$ cat src/rtl/swmon_pkg.sv
package swmon_pkg;

    localparam int DATA_W     = 8;
    localparam int HOLD_BITS  = 2;
    localparam int BREAK_BITS = 10;
    localparam int FRAME_MAX  = HOLD_BITS + BREAK_BITS;
    localparam int LEN_W      = $clog2(FRAME_MAX + 1);

    typedef struct packed {
        logic [FRAME_MAX-1:0] bits;
        logic [LEN_W-1:0]     len;
    } tx_req_t;

    typedef enum logic [1:0] {
        SEQ_SECURE,
        SEQ_ANNOUNCE,
        SEQ_COMMAND,
        SEQ_ANSWER
    } seq_state_t;

    typedef enum logic [1:0] {
        RX_IDLE,
        RX_START,
        RX_BITS
    } rx_state_t;

    function automatic tx_req_t byte_frame(input logic [DATA_W-1:0] d);
        tx_req_t r;
        r.bits = '0;
        r.bits[DATA_W+1:0] = {1'b1, d, 1'b0};
        r.len  = LEN_W'(DATA_W + 2);
        return r;
    endfunction

    function automatic tx_req_t break_frame();
        tx_req_t r;
        r.bits = '0;
        r.len  = LEN_W'(BREAK_BITS);
        return r;
    endfunction

    function automatic tx_req_t answer_frame();
        tx_req_t r;
        r.bits = {{BREAK_BITS{1'b0}}, {HOLD_BITS{1'b1}}};
        r.len  = LEN_W'(FRAME_MAX);
        return r;
    endfunction

endpackage

$ cat src/rtl/swmon_bit_timer.sv
module swmon_bit_timer #(
    parameter int PERIOD = 1024
) (
    input  logic clk,
    input  logic rst,
    input  logic run,
    input  logic restart,
    input  logic half,
    output logic tick
);
    localparam int CW = (PERIOD > 2) ? $clog2(PERIOD) : 1;
    localparam logic [CW-1:0] FULL_LOAD = CW'(PERIOD - 1);
    localparam logic [CW-1:0] HALF_LOAD = CW'(PERIOD / 2 - 1);

    logic [CW-1:0] cnt;

    always_ff @(posedge clk) begin
        if (rst) begin
            cnt <= '0;
        end else if (restart) begin
            cnt <= half ? HALF_LOAD : FULL_LOAD;
        end else if (run) begin
            if (cnt == '0) begin
                cnt <= FULL_LOAD;
            end else begin
                cnt <= cnt - 1'b1;
            end
        end
    end

    assign tick = run && !restart && (cnt == '0);

endmodule

$ cat src/rtl/swmon_tx_engine.sv
module swmon_tx_engine
    import swmon_pkg::*;
#(
    parameter int CLKS_PER_BIT = 1024
) (
    input  logic    clk,
    input  logic    rst,
    input  logic    start,
    input  tx_req_t req,
    output logic    busy,
    output logic    line_out,
    output logic    line_oe
);
    logic [FRAME_MAX-1:0] shreg;
    logic [LEN_W-1:0]     left;
    logic                 tick;

    swmon_bit_timer #(.PERIOD(CLKS_PER_BIT)) i_timer (
        .clk     (clk),
        .rst     (rst),
        .run     (busy),
        .restart (start && !busy),
        .half    (1'b0),
        .tick    (tick)
    );

    always_ff @(posedge clk) begin
        if (rst) begin
            busy  <= 1'b0;
            shreg <= '1;
            left  <= '0;
        end else if (!busy) begin
            if (start) begin
                busy  <= 1'b1;
                shreg <= req.bits;
                left  <= req.len;
            end
        end else if (tick) begin
            shreg <= {1'b1, shreg[FRAME_MAX-1:1]};
            left  <= left - 1'b1;
            if (left == LEN_W'(1)) begin
                busy <= 1'b0;
            end
        end
    end

    assign line_out = shreg[0];
    assign line_oe  = busy;

    AST_HOLD_BIT: assert property (@(posedge clk) disable iff (rst)
        busy && !tick |=> $stable(line_out));

    AST_START_LEN: assert property (@(posedge clk) disable iff (rst)
        start && !busy |-> req.len != '0);

endmodule

$ cat src/rtl/swmon_rx.sv
module swmon_rx
    import swmon_pkg::*;
#(
    parameter int CLKS_PER_BIT = 1024
) (
    input  logic              clk,
    input  logic              rst,
    input  logic              line_in,
    input  logic              line_owned,
    output logic [DATA_W-1:0] rx_data,
    output logic              rx_valid,
    output logic              rx_break,
    output logic              rx_active
);
    localparam int IDX_W = $clog2(DATA_W + 1);

    logic              sync_a, sync_b, prev_lvl;
    logic [1:0]        own_hist;
    logic              blind, level, fall, tick;
    rx_state_t         state;
    logic [IDX_W-1:0]  idx;
    logic [DATA_W-1:0] shreg;

    assign blind = line_owned | (|own_hist);
    assign level = blind ? 1'b1 : sync_b;
    assign fall  = prev_lvl & ~level;

    swmon_bit_timer #(.PERIOD(CLKS_PER_BIT)) i_timer (
        .clk     (clk),
        .rst     (rst),
        .run     (state != RX_IDLE),
        .restart ((state == RX_IDLE) && fall),
        .half    (1'b1),
        .tick    (tick)
    );

    always_ff @(posedge clk) begin
        if (rst) begin
            sync_a   <= 1'b1;
            sync_b   <= 1'b1;
            prev_lvl <= 1'b1;
            own_hist <= '0;
            state    <= RX_IDLE;
            idx      <= '0;
            shreg    <= '0;
            rx_data  <= '0;
            rx_valid <= 1'b0;
            rx_break <= 1'b0;
        end else begin
            sync_a   <= line_in;
            sync_b   <= sync_a;
            own_hist <= {own_hist[0], line_owned};
            prev_lvl <= level;
            rx_valid <= 1'b0;
            rx_break <= 1'b0;
            case (state)
                RX_IDLE: begin
                    if (fall) begin
                        state <= RX_START;
                    end
                end
                RX_START: begin
                    if (blind) begin
                        state <= RX_IDLE;
                    end else if (tick) begin
                        if (level) begin
                            state <= RX_IDLE;
                        end else begin
                            state <= RX_BITS;
                            idx   <= '0;
                        end
                    end
                end
                RX_BITS: begin
                    if (blind) begin
                        state <= RX_IDLE;
                    end else if (tick) begin
                        if (idx < IDX_W'(DATA_W)) begin
                            shreg <= {level, shreg[DATA_W-1:1]};
                            idx   <= idx + 1'b1;
                        end else begin
                            state <= RX_IDLE;
                            if (level) begin
                                rx_valid <= 1'b1;
                                rx_data  <= shreg;
                            end else if (shreg == '0) begin
                                rx_break <= 1'b1;
                            end
                        end
                    end
                end
                default: state <= RX_IDLE;
            endcase
        end
    end

    assign rx_active = (state != RX_IDLE);

    AST_ONE_CYCLE_BYTE: assert property (@(posedge clk) disable iff (rst)
        rx_valid |=> !rx_valid);

    AST_BREAK_NOT_BYTE: assert property (@(posedge clk) disable iff (rst)
        !(rx_valid && rx_break));

endmodule

$ cat src/rtl/swmon_seq.sv
module swmon_seq
    import swmon_pkg::*;
#(
    parameter int SEC_COUNT = 8
) (
    input  logic              clk,
    input  logic              rst,
    input  logic              rx_valid,
    input  logic              rx_break,
    input  logic              rx_active,
    input  logic              key_ok,
    input  logic              eng_busy,
    input  logic              host_start,
    input  logic [DATA_W-1:0] host_data,
    output logic              eng_start,
    output tx_req_t           eng_req,
    output logic              host_ready,
    output logic              cmd_ready,
    output logic              sec_unlocked
);
    localparam int CW = $clog2(SEC_COUNT + 1);

    seq_state_t    state;
    logic [CW-1:0] got;

    assign host_ready = (state == SEQ_COMMAND) && !eng_busy && !rx_active;
    assign cmd_ready  = (state == SEQ_COMMAND) || (state == SEQ_ANSWER);

    always_comb begin
        eng_start = 1'b0;
        eng_req   = byte_frame(host_data);
        case (state)
            SEQ_SECURE: begin
                if (rx_valid && got == CW'(SEC_COUNT - 1)) begin
                    eng_start = 1'b1;
                    eng_req   = break_frame();
                end
            end
            SEQ_COMMAND: begin
                if (rx_break && !eng_busy) begin
                    eng_start = 1'b1;
                    eng_req   = answer_frame();
                end else if (host_start && host_ready) begin
                    eng_start = 1'b1;
                end
            end
            default: ;
        endcase
    end

    always_ff @(posedge clk) begin
        if (rst) begin
            state        <= SEQ_SECURE;
            got          <= '0;
            sec_unlocked <= 1'b0;
        end else begin
            case (state)
                SEQ_SECURE: begin
                    if (rx_valid) begin
                        got <= got + 1'b1;
                        if (got == CW'(SEC_COUNT - 1)) begin
                            sec_unlocked <= key_ok;
                            state        <= SEQ_ANNOUNCE;
                        end
                    end
                end
                SEQ_ANNOUNCE: if (!eng_busy) state <= SEQ_COMMAND;
                SEQ_COMMAND:  if (rx_break && !eng_busy) state <= SEQ_ANSWER;
                SEQ_ANSWER:   if (!eng_busy) state <= SEQ_COMMAND;
                default:      state <= SEQ_SECURE;
            endcase
        end
    end

    AST_START_IDLE: assert property (@(posedge clk) disable iff (rst)
        eng_start |-> !eng_busy);

    AST_READY_STICKY: assert property (@(posedge clk) disable iff (rst)
        cmd_ready |=> cmd_ready);

    AST_UNLOCK_HELD: assert property (@(posedge clk) disable iff (rst)
        cmd_ready |=> $stable(sec_unlocked));

endmodule

$ cat src/rtl/swmon_link.sv
module swmon_link
    import swmon_pkg::*;
#(
    parameter int CLKS_PER_BIT = 1024,
    parameter int SEC_COUNT    = 8
) (
    input  logic              clk,
    input  logic              rst,
    input  logic              pin_in,
    output logic              pin_out,
    output logic              pin_oe,
    input  logic              key_ok,
    output logic [DATA_W-1:0] rx_data,
    output logic              rx_valid,
    output logic              rx_break,
    input  logic [DATA_W-1:0] tx_data,
    input  logic              tx_start,
    output logic              tx_ready,
    output logic              tx_busy,
    output logic              cmd_ready,
    output logic              sec_unlocked
);
    logic    eng_start;
    tx_req_t eng_req;
    logic    rx_active;

    swmon_rx #(.CLKS_PER_BIT(CLKS_PER_BIT)) i_rx (
        .clk        (clk),
        .rst        (rst),
        .line_in    (pin_in),
        .line_owned (pin_oe),
        .rx_data    (rx_data),
        .rx_valid   (rx_valid),
        .rx_break   (rx_break),
        .rx_active  (rx_active)
    );

    swmon_seq #(.SEC_COUNT(SEC_COUNT)) i_seq (
        .clk          (clk),
        .rst          (rst),
        .rx_valid     (rx_valid),
        .rx_break     (rx_break),
        .rx_active    (rx_active),
        .key_ok       (key_ok),
        .eng_busy     (tx_busy),
        .host_start   (tx_start),
        .host_data    (tx_data),
        .eng_start    (eng_start),
        .eng_req      (eng_req),
        .host_ready   (tx_ready),
        .cmd_ready    (cmd_ready),
        .sec_unlocked (sec_unlocked)
    );

    swmon_tx_engine #(.CLKS_PER_BIT(CLKS_PER_BIT)) i_tx (
        .clk      (clk),
        .rst      (rst),
        .start    (eng_start),
        .req      (eng_req),
        .busy     (tx_busy),
        .line_out (pin_out),
        .line_oe  (pin_oe)
    );

    AST_RX_QUIET: assert property (@(posedge clk) disable iff (rst)
        pin_oe |-> !rx_valid && !rx_break);

    AST_READY_NEEDS_IDLE: assert property (@(posedge clk) disable iff (rst)
        tx_ready |-> !pin_oe && cmd_ready);

endmodule

$ cat config.mk
export PLATFORM = sky130hd
export DESIGN_NAME = swmon_link
export DESIGN_NICKNAME = d
export VERILOG_FILES = /design/src/rtl/swmon_pkg.sv /design/src/rtl/swmon_bit_timer.sv /design/src/rtl/swmon_tx_engine.sv /design/src/rtl/swmon_rx.sv /design/src/rtl/swmon_seq.sv /design/src/rtl/swmon_link.sv
export SDC_FILE = /design/constraint.sdc
export NUM_CORES = 1
export LEC_CHECK = 0
export BUFFER_PORTS_ARGS = -buffer_cell sky130_fd_sc_hd__buf_2
export CORE_UTILIZATION = 59
export DETAILED_ROUTE_END_ITERATION = 12
export HOLD_SLACK_MARGIN = 0.08
export MAX_ROUTING_LAYER = met4
export PLACE_DENSITY = 0.82
export SLEW_MARGIN = 20
export SYNTH_ARGS = -nofsm -noshare
export SYNTH_HDL_FRONTEND = slang
export SYNTH_SLANG_ARGS = --single-unit
$ cat constraint.sdc
create_clock -name clk -period 2.4 [get_ports clk]
set_input_delay 0.24 -clock clk [delete_from_list [all_inputs] [get_ports clk]]
set_output_delay 0.24 -clock clk [all_outputs]
set_load 0.03 [all_outputs]
==> flow_metrics.tcl <==
set metrics [dict create \
    path_max_fanout 14 \
    yosys_warnings 0 \
    period_share_pct 93.9 \
    drc_errors 0 \
    layout-drive-gt1-share_pct 17.2 \
    netlist.area_leader.share_pct 42.5 \
    coreArea_sq_um 5570 \
    place_area_sq_um 3650 \
    postLayoutCellArea_sq_um 3890 \
    h-tree-depth 3 \
    first_pass_iters 5 \
    slew_headroom_pct 66.6 \
    synth_area_leader_cell "dfxtp_1" \
    worst_pin_slew_ps 496 \
    fmax_mhz 444 \
    synth_edf_count 0 \
    ant_nets 0 \
    dieArea_sq_um 6130 \
    finalSetupViolCount 0 \
    grt_pass1_vias 2887 \
    cts_tree "built" \
    cts_buffers 9 \
    dp_hpwl_mm 5.20 \
    worst_slack_ps 147 \
    cts_root_buffer "clkbuf_8" \
    fp.dieW_um 78.3 \
    area_growth_syn_to_layout_pct 13.1 \
    die_h_um 78.3 \
    worstPathArrival_ps 2540 \
    required_ps 2690 \
    row_count 27 \
    via_count 3131 \
    vias_per_cell 6.22 \
    synth_top_flop_cell "dfxtp_1" \
    clock_skew_ps 5.40 \
    start_util_pct 61.7 \
    layout.cells.non_filler 503 \
    grt.total_usage_pct 27.9 \
    syn-num-nets 421 \
    cap_violations 0 \
    syn_area_per_cell_sq_um 8.55 \
    fin_nets 445 \
    numPortBuffers 28 \
    grt_max_degree 29 \
    syn-cell-area_sq_um 3440 \
    grt.overflow.total 0 \
    run_status "finished, final reports clean" \
    clkSinkCount 73 \
    min_period_ps 2250 \
    clk_latency_ps 350 \
    gp_congestion 0.872 \
    slew_viol_final 0 \
    irDropWorstVdd_v 0.000387 \
    ys_seq_area_share_pct 42.5 \
    path_clk_slew_ps 70 \
    antenna_found_initial 0 \
    numPlacedInstances 486 \
    worstSetupPathType "flip-flop to flip-flop" \
    min_path_type "input port to flip-flop" \
    ys_types 58 \
    tns_ps 0 \
    power_density_nw_per_um2 649 \
    dp_slack_ps 102 \
    postLayoutCoreUtil_pct 69.7 \
    synth-seq-cells 73 \
    io-pin-count 29 \
    cp-end-kind "flip-flop" \
    hold_viol_final 0 \
    p_leak_uw 0.00156 \
    wire_per_inst_um 15.6 \
    rsz0062_at_grt "no" \
    grt_pass1_wl_mm 13.2 \
    synth_cells 402 \
    nFillCells 449 \
    synth_area_leaders "dfxtp_1 43%, a21oi_1 4.7%, nor3_1 3.9%" \
    n_antenna_cell 0 \
    cts_buffer_depth 2 \
    drtIter0Drc 183 \
    critPathLaunchType "flip-flop" \
    synthArstFlopShare_pct 0 \
    wl_mm 7.86 \
]
-- registers in the layout, indices dropped and copies added (netlist names) --
register and flops:
i_rx.rx_break 1, i_tx.i_timer.cnt 10, i_rx.shreg 8, i_rx.own_hist 2, i_rx.i_timer.cnt 10, i_seq.got 4, i_seq.state 2, i_rx.prev_lvl 1
i_rx.state 2, i_tx.left 4, i_rx.sync_b 1, i_tx.busy 1, i_tx.shreg 12, i_rx.idx 4, i_rx.rx_data 8, i_rx.sync_a 1
i_seq.sec_unlocked 1, i_rx.rx_valid 1
-- routing by layer --
layer	global-route usage [%]	routed length, um
met1	36.7	3750
met2	42.2	3590
met3	7.21	401
met4	8.52	111
met5	-	0
-- timing repair --
| action | in CTS | in global routing |
|---|---|---|
| gates resized for setup | 0 | 4 |
| hold endpoints to repair | 1 | 0 |
| hold buffers | 1 | 0 |
| setup endpoints to repair | 0 | 19 |
| setup buffers | 0 | 0 |
-- worst max-delay path, cell delays in order (launching register included) --
cell and delay, ps:
dfxtp_1 350, inv_1 70, ha_1 200, or4b_1 560, or3_4 450, or4_1 410
a21oi_1 140
-- layout make-up --
cell class | count | area, sq um | area share, %
Tap cell | 72 | 90.1 | 2.32
Inverter | 14 | 52.6 | 1.35
Clock buffer | 10 | 128 | 3.28
Sequential cell | 73 | 1460 | 37.6
Multi-Input combinational cell | 284 | 1810 | 46.6
Clock inverter | 6 | 82.6 | 2.12
Timing Repair Buffer | 44 | 263 | 6.76
-- report_power, final --
| group | internal [uW] | switching (uW) |
|---|---|---|
| registers | 1230 | 24.6 |
| clock network | 580 | 463 |
| logic | 82.7 | 146 |
| total | 1890 | 633 |
-- through the flow --
step / hold slack, ps / total power, uW
after global routing: 145 / 2610
after CTS: 136 / 2510
after detailed placement: 399 / 1500
final: 134 / 2520
after global placement: 399 / 1490
after floorplan: 344 / 1440
-- Yosys cell counts (6+ instances only) --
library cell	n
dfxtp_1	73
inv_1	13
nor2_1	30
ha_1	6
a221oi_1	8
mux2i_1	11
buf_2	6
o21ai_0	24
clkbuf_1	22
nor4_1	13
a21oi_1	32
nand3_1	23
nor3_1	27
a211oi_1	12
and3_1	10
nand2_1	13
-- cells by family after synthesis --
family	after synthesis	share of synthesized area, %
flops	73	42.5
buf+inv	45	5.24
mux	11	3.20
xor+xnor	4	1.02
compound gates	112	21.7
simple gates	151	24.1
fa+ha+maj	6	2.18
-- final timing paths --
path | to | depth (start not counted) | start | slack (ps)
worst max-delay path | i_rx.idx[2]$_SDFFE_PP0P_ | 6 | i_rx.i_timer.cnt[0]$_SDFFE_PP0P_ | 150
worst min-delay path | i_seq.sec_unlocked$_SDFFE_PP0P_ | 3 | key_ok | 130
worst max register to register | i_rx.idx[2]$_SDFFE_PP0P_ | 6 | i_rx.i_timer.cnt[0]$_SDFFE_PP0P_ | 150
worst min register to register | i_rx.sync_b$_SDFF_PP1_ | 1 | i_rx.sync_a$_SDFF_PP1_ | 410
-- cell usage in the layout, fill, tap and decap left out, types with 4 or more instances in the layout --
| cell type | instances |
|---|---|
| mux2i_1 | 11 |
| a311oi_1 | 5 |
| and3_1 | 10 |
| o31ai_1 | 4 |
| nand2_1 | 13 |
| dfxtp_1 | 73 |
| a221oi_1 | 8 |
| nand3_1 | 23 |
| or2_2 | 4 |
| nor2_1 | 30 |
| or4_1 | 4 |
| buf_2 | 28 |
| or3_1 | 5 |
| a211oi_1 | 12 |
| a21oi_1 | 32 |
| ha_1 | 6 |
| buf_4 | 15 |
| clkbuf_8 | 9 |
| inv_1 | 13 |
| nor3_1 | 27 |
| nor4_1 | 13 |
| o21ai_0 | 24 |
Power figures use the tool's default switching activity.
